File: src/rtl/postfix_pkg.sv
package postfix_pkg;
    typedef enum logic [1:0] {
        S_ACCEPT,
        S_POWER,
        S_DONE
    } state_t;

    localparam logic [7:0] CODE_ADD = 8'h80;
    localparam logic [7:0] CODE_SUB = 8'h81;
    localparam logic [7:0] CODE_MUL = 8'h82;
    localparam logic [7:0] CODE_POW = 8'h83;
    localparam logic [7:0] CODE_END = 8'hFF;
endpackage

File: src/rtl/pf_stack.sv
module pf_stack #(
    parameter int WIDTH = 16,
    parameter int DEPTH = 8,
    localparam int CW = $clog2(DEPTH + 2),
    localparam int IW = (DEPTH > 1) ? $clog2(DEPTH) : 1
) (
    input  logic             clk,
    input  logic             rst_n,
    input  logic             push,
    input  logic             combine,
    input  logic             clear,
    input  logic [WIDTH-1:0] wdata,
    output logic [WIDTH-1:0] top,
    output logic [WIDTH-1:0] below,
    output logic [CW-1:0]    count,
    output logic             full
);
    logic [WIDTH-1:0] mem [DEPTH];
    logic [CW-1:0]    cnt_m1;
    logic [CW-1:0]    cnt_m2;

    assign cnt_m1 = count - CW'(1);
    assign cnt_m2 = count - CW'(2);
    assign full   = (count == CW'(DEPTH));
    assign top    = (count >= CW'(1)) ? mem[IW'(cnt_m1)] : '0;
    assign below  = (count >= CW'(2)) ? mem[IW'(cnt_m2)] : '0;

    for (genvar i = 0; i < DEPTH; i++) begin : g_slot
        always_ff @(posedge clk or negedge rst_n) begin
            if (!rst_n) begin
                mem[i] <= '0;
            end else if (push && !full && count == CW'(i)) begin
                mem[i] <= wdata;
            end else if (combine && count == CW'(i + 2)) begin
                mem[i] <= wdata;
            end
        end
    end

    always_ff @(posedge clk or negedge rst_n) begin
        if (!rst_n) begin
            count <= '0;
        end else if (clear) begin
            count <= '0;
        end else if (push && !full) begin
            count <= count + CW'(1);
        end else if (combine && count >= CW'(2)) begin
            count <= cnt_m1;
        end
    end
endmodule

File: src/rtl/pf_alu.sv
module pf_alu #(
    parameter int WIDTH = 16
) (
    input  logic [1:0]       op,
    input  logic [WIDTH-1:0] lhs,
    input  logic [WIDTH-1:0] rhs,
    output logic [WIDTH-1:0] y,
    output logic             ovf,
    output logic             udf
);
    logic [WIDTH:0]     sum;
    logic [2*WIDTH-1:0] prod;

    assign sum  = {1'b0, lhs} + {1'b0, rhs};
    assign prod = {{WIDTH{1'b0}}, lhs} * {{WIDTH{1'b0}}, rhs};

    always_comb begin
        y   = '0;
        ovf = 1'b0;
        udf = 1'b0;
        case (op)
            2'd0: begin
                y   = sum[WIDTH-1:0];
                ovf = sum[WIDTH];
            end
            2'd1: begin
                if (rhs > lhs) begin
                    udf = 1'b1;
                end else begin
                    y = lhs - rhs;
                end
            end
            2'd2: begin
                y   = prod[WIDTH-1:0];
                ovf = |prod[2*WIDTH-1:WIDTH];
            end
            default: y = '0;
        endcase
    end
endmodule

File: src/rtl/pf_power.sv
module pf_power #(
    parameter int WIDTH = 16
) (
    input  logic             clk,
    input  logic             rst_n,
    input  logic             start,
    input  logic [WIDTH-1:0] base_in,
    input  logic [WIDTH-1:0] expo_in,
    output logic             fin,
    output logic [WIDTH-1:0] acc,
    output logic             ovf
);
    logic [WIDTH-1:0]   base_q;
    logic [WIDTH-1:0]   expo_q;
    logic [2*WIDTH-1:0] prod;

    assign prod = {{WIDTH{1'b0}}, acc} * {{WIDTH{1'b0}}, base_q};
    assign fin  = (expo_q == '0);

    always_ff @(posedge clk or negedge rst_n) begin
        if (!rst_n) begin
            base_q <= '0;
            expo_q <= '0;
            acc    <= '0;
            ovf    <= 1'b0;
        end else if (start) begin
            base_q <= base_in;
            expo_q <= expo_in;
            acc    <= WIDTH'(1);
            ovf    <= 1'b0;
        end else if (!fin) begin
            acc    <= prod[WIDTH-1:0];
            expo_q <= expo_q - WIDTH'(1);
            ovf    <= ovf | (|prod[2*WIDTH-1:WIDTH]);
        end
    end
endmodule

File: src/rtl/postfix_eval.sv
module postfix_eval
    import postfix_pkg::*;
#(
    parameter int WIDTH = 16,
    parameter int DEPTH = 8
) (
    input  logic             clk,
    input  logic             rst_n,
    input  logic             in_valid,
    input  logic [7:0]       in_byte,
    output logic             in_ready,
    output logic             done,
    output logic [WIDTH-1:0] result,
    output logic             ovf_flag,
    output logic             udf_flag,
    output logic             fmt_err
);
    localparam int CW = $clog2(DEPTH + 2);

    state_t state, state_nx;

    logic             accept, is_operand, is_arith, is_pow, is_end, is_bad;
    logic             st_push, st_comb, st_clear, st_full, has_two;
    logic [WIDTH-1:0] st_wdata, st_top, st_below;
    logic [CW-1:0]    st_cnt;
    logic [WIDTH-1:0] alu_y;
    logic             alu_ovf, alu_udf;
    logic             pw_start, pw_fin, pw_ovf;
    logic [WIDTH-1:0] pw_acc;
    logic             work_ovf, work_udf, work_fmt;

    assign accept     = in_valid && in_ready;
    assign is_operand = !in_byte[7];
    assign is_arith   = (in_byte == CODE_ADD) || (in_byte == CODE_SUB) || (in_byte == CODE_MUL);
    assign is_pow     = (in_byte == CODE_POW);
    assign is_end     = (in_byte == CODE_END);
    assign is_bad     = !is_operand && !is_arith && !is_pow && !is_end;
    assign has_two    = (st_cnt >= CW'(2));
    assign pw_start   = (state == S_ACCEPT) && accept && is_pow && has_two;

    pf_stack #(.WIDTH(WIDTH), .DEPTH(DEPTH)) u_stack (
        .clk(clk), .rst_n(rst_n), .push(st_push), .combine(st_comb),
        .clear(st_clear), .wdata(st_wdata), .top(st_top), .below(st_below),
        .count(st_cnt), .full(st_full)
    );

    pf_alu #(.WIDTH(WIDTH)) u_alu (
        .op(in_byte[1:0]), .lhs(st_below), .rhs(st_top),
        .y(alu_y), .ovf(alu_ovf), .udf(alu_udf)
    );

    pf_power #(.WIDTH(WIDTH)) u_power (
        .clk(clk), .rst_n(rst_n), .start(pw_start), .base_in(st_below),
        .expo_in(st_top), .fin(pw_fin), .acc(pw_acc), .ovf(pw_ovf)
    );

    // next state and stack control
    always_comb begin
        state_nx = state;
        st_push  = 1'b0;
        st_comb  = 1'b0;
        st_clear = 1'b0;
        st_wdata = alu_y;
        unique case (state)
            S_ACCEPT: begin
                if (accept) begin
                    if (is_operand) begin
                        st_push  = 1'b1;
                        st_wdata = {{(WIDTH-7){1'b0}}, in_byte[6:0]};
                    end else if (is_arith && has_two) begin
                        st_comb = 1'b1;
                    end else if (is_pow && has_two) begin
                        state_nx = S_POWER;
                    end else if (is_end) begin
                        state_nx = S_DONE;
                    end
                end
            end
            S_POWER: begin
                if (pw_fin) begin
                    st_comb  = 1'b1;
                    st_wdata = pw_acc;
                    state_nx = S_ACCEPT;
                end
            end
            S_DONE: begin
                st_clear = 1'b1;
                state_nx = S_ACCEPT;
            end
            default: state_nx = S_ACCEPT;
        endcase
    end

    always_ff @(posedge clk or negedge rst_n) begin
        if (!rst_n) state <= S_ACCEPT;
        else        state <= state_nx;
    end

    // sticky per-expression flags and published outputs
    always_ff @(posedge clk or negedge rst_n) begin
        if (!rst_n) begin
            work_ovf <= 1'b0;
            work_udf <= 1'b0;
            work_fmt <= 1'b0;
            result   <= '0;
            ovf_flag <= 1'b0;
            udf_flag <= 1'b0;
            fmt_err  <= 1'b0;
        end else begin
            unique case (state)
                S_ACCEPT: begin
                    if (accept) begin
                        if (is_operand && st_full) work_fmt <= 1'b1;
                        if ((is_arith || is_pow) && !has_two) work_fmt <= 1'b1;
                        if (is_bad) work_fmt <= 1'b1;
                        if (is_arith && has_two) begin
                            work_ovf <= work_ovf | alu_ovf;
                            work_udf <= work_udf | alu_udf;
                        end
                        if (is_end) begin
                            result   <= (st_cnt != '0) ? st_top : '0;
                            ovf_flag <= work_ovf;
                            udf_flag <= work_udf;
                            fmt_err  <= work_fmt | (st_cnt != CW'(1));
                        end
                    end
                end
                S_POWER: begin
                    if (pw_fin) work_ovf <= work_ovf | pw_ovf;
                end
                S_DONE: begin
                    work_ovf <= 1'b0;
                    work_udf <= 1'b0;
                    work_fmt <= 1'b0;
                end
                default: ;
            endcase
        end
    end

    assign in_ready = (state == S_ACCEPT);
    assign done     = (state == S_DONE);
endmodule

File: config.mk
export PLATFORM = sky130hd
export DESIGN_NAME = postfix_eval
export DESIGN_NICKNAME = d
export VERILOG_FILES = /design/src/rtl/postfix_pkg.sv /design/src/rtl/pf_stack.sv /design/src/rtl/pf_alu.sv /design/src/rtl/pf_power.sv /design/src/rtl/postfix_eval.sv
export SDC_FILE = /design/constraint.sdc
export NUM_CORES = 2
export LEC_CHECK = 0
export BUFFER_PORTS_ARGS = -buffer_cell sky130_fd_sc_hd__buf_2
export CAP_MARGIN = 25
export CORE_ASPECT_RATIO = 0.9
export CORE_MARGIN = 4
export CORE_UTILIZATION = 36
export CTS_CLUSTER_DIAMETER = 60
export DETAILED_ROUTE_END_ITERATION = 8
export PLACE_DENSITY = 0.59
export SLEW_MARGIN = 20
export SYNTH_ARGS = -nofsm -noshare
export SYNTH_HDL_FRONTEND = slang
export SYNTH_SLANG_ARGS = --single-unit
File: constraint.sdc
create_clock -name clk -period 15.3 [get_ports clk]
set_input_delay 1.53 -clock clk [delete_from_list [all_inputs] [get_ports clk]]
set_output_delay 1.53 -clock clk [all_outputs]
set_load 0.1 [all_outputs]
==> results.cfg <==
[outcome]
outcome = complete, no violations

[hold_path]
hp-class = reg -> reg
min_from = ovf_flag$_DFFE_PN0P_

[sta]
maxSlewViolCount = 0
clock_skew_ns = 0.01551
period_needed_ns = 10.57
setup_tns_ns = 0
final-hold-violation-count = 0
setup_viol = 0
rsz0062_at_grt = false
slew_headroom_pct = 34.86
hold_slack_ns = 0.4763
fin_ws_ns = 4.733
period_share_pct = 69.06
max_freq_mhz = 94.64
worst_pin_slew_ns = 0.9770

[setup_path]
slowest_stage = dfrtp_4
crit_type = reg -> reg
slowest_delay_ns = 1.01
r2r_start = u_stack.count[0]$_DFFE_PN0P_
startpoint = u_stack.count[0]$_DFFE_PN0P_
worstSetupStartpointType = flop
crit_fanout = 49
crit_path_end_kind = flop
crit_top_cell = fa_1
worstPathRequired_ns = 15.71
arrival_ns = 10.97

[cells_and_area]
fin_cells = 4314
area_delta_synth_final_pct = 7.250
drive_above_1_share_pct = 7.638
fill_cells = 8113
multi_input_area_mm2 = 0.02163
seq_area_mm2 = 0.005135
nets = 3880

[power_and_ir_drop]
power.static_leakage_nw = 14.31
finalPower_w = 0.005155
vdd_drop_max_mv = 0.1413
powerDensity_mw_per_mm2 = 163.8

[placed_design]
dp_cells = 4260
io_buffers = 31
hpwl_um = 65970
gp_congestion = 0.9354
post-place-ws_ns = 4.917

[clocking]
cts.reportedPaths.clkPinSlew_ns = 0.06
cts_tree = done
insertion_delay_ns = 0.56
cts.sinks = 205
numCtsBuffers = 25
cts_root_buf = clkbuf_16
holdBufCountCts = 0
htree_levels = 1
clockBufferDepth = 3
cts_resized = 0
cts_setup_buffers = 0

[logic_synthesis]
async_flop_share_pct = 100.0
ys_seq_elements = 205
yosysSeqAreaShare_pct = 17.48
synthDistinctLibCells = 98
syn_area_mm2 = 0.02934
synth_edf_count = 0
synth_fp_nets = 3923
synthCells = 3273
synth_top_flop_cell = dfrtp_1
yosys_warnings = 0
avgSynthCellArea_um2 = 8.964

[route]
drtAntennaViolNets = 0
firstDrtPassIters = 5
vias = 23140
drt_iter0_drc = 1993
wirelength_um = 87280
drc_errors = 0
routedWlPerCell_um = 20.23
vias_per_cell = 5.363

[die]
initial_utilization_pct = 36.27
core_mm2 = 0.08089
die_area_mm2 = 0.08614
io_pins = 32
die_h_um = 278.8
rows = 99
die-width_um = 308.9

[grt]
top_usage_layer = met2
globalRouteTotalUtil_pct = 20.62
grt_first_pass_wirelength_um = 138400
antenna_found_initial = 13
met3_usage_pct = 4.528
grt_max_degree = 72
overflow = 0
met2_usage_pct = 31.60
use_met1_pct = 30.22
grt_pass1_vias = 23410

[flow_run]
max_cap_viol_count = 0
power by group:
part           leakage, nW  total (W)  internal (W)  switching (W)
Sequential            2.75   0.000852      0.000685       0.000167
Combinational         11.1    0.00366       0.00128        0.00238
Clock                0.424   0.000644      0.000383       0.000261
state kept, by name, summed over array words and instances, names as in the netlist:
signal	cells
udf_flag	1
u_power.expo_q	16
u_stack.count	4
fmt_err	1
u_power.base_q	16
work_udf	1
result	16
work_ovf	1
u_power.acc	16
work_fmt	1
state	2
u_power.ovf	1
u_stack.mem	128
ovf_flag	1
stage by stage:
stage	utilization, %	cell area (um2)
final	38.90	31470
after global routing	38.89	31450
after CTS	38.84	31420
after detailed placement	37.76	30540
after global placement	37.71	30500
after floorplan	-	29340
logic make-up (layout without fill, tap and decap cells):
kind of cell,Yosys count,count (layout),share of synthesized area (%)
buf+inv,671,645,8.832
simple gates,1065,1065,16.74
flops,205,205,17.48
compound gates,514,514,11.13
fa+ha+maj,639,639,37.23
mux,99,99,6.141
xor+xnor,80,80,2.439
other cells,0,7,0
final cells by class:
class                      instances  area share, %
inverter                         528          6.298
antenna                            7        0.05567
multi-input combinational       2397          68.74
clock inverter                     9         0.4851
tap                             1060          4.215
timing repair buffer              73          1.587
sequential                       205          16.32
clock buffer                      35          2.298
cell usage in the layout, fill, tap and decap left out, types with 38 or more instances in the layout:
cell type    n
nand2_1    471
xnor2_1     56
nor2_1     246
ha_1       249
mux4_2      62
a21oi_1    124
dfrtp_1    203
inv_1      509
fa_1       390
o21ai_0    153
and2_1     187
buf_4       38
worst paths after layout:
kind	to	slack [ns]	depth (start not counted)
max	work_ovf$_DFFE_PN0P_	4.73	26
min	ovf_flag$_DFFE_PN0P_	0.48	2
max reg2reg	work_ovf$_DFFE_PN0P_	4.73	26
min reg2reg	ovf_flag$_DFFE_PN0P_	0.48	2
max in group asynchronous	u_stack.count[0]$_DFFE_PN0P_	12.13	3
min in group asynchronous	result[6]$_DFFE_PN0P_	0.93	1
Yosys cell counts (6+ instances only):
library cell,count,area share (%)
clkinv_1,19,0.24
buf_1,6,0.077
nand2_1,471,6.0
nand2b_1,24,0.51
dfrtp_1,205,17
ha_1,249,11
nor3_1,30,0.51
a31oi_1,12,0.26
a21o_1,29,0.74
a21boi_0,6,0.15
o31ai_1,8,0.20
o211ai_1,11,0.28
xnor2_1,56,1.7
o21ai_0,153,2.6
mux2_2,23,0.88
mux2i_1,9,0.31
and3_1,10,0.21
o21a_1,14,0.36
buf_2,19,0.32
clkbuf_1,110,1.4
o22ai_1,8,0.17
a211oi_1,19,0.49
nor4_1,7,0.15
o21ai_1,33,0.56
nor2b_1,21,0.45
nor2_1,246,3.1
inv_1,509,6.5
o21bai_1,12,0.31
o31a_1,6,0.18
xor2_1,22,0.66
fa_1,390,27
a21oi_1,124,2.1
and2_1,187,4.0
mux4_2,62,4.8
a22oi_1,6,0.15
or3_1,12,0.26
nand3_1,17,0.29
worst max-delay path: cells and delay by family (launching register included):
family	cells	cell delay (ns)
AOI/OAI and AO/OA	4	2.16
xor gates and xnor gates	1	0.16
adders and majority gates	8	3.95
buffers and inverters	5	1.65
DFF	1	1.01
muxes	1	0.26
and+or+nand+nor	7	1.18
per-layer routing:
metal	part of all wire, %	vias up
met1	45	11690
met3	9.3	115
met5	0.0080	-
li1	-	10430
met2	44	907
met4	2.1	2
Note: power is estimated with default switching activity, not from simulation.
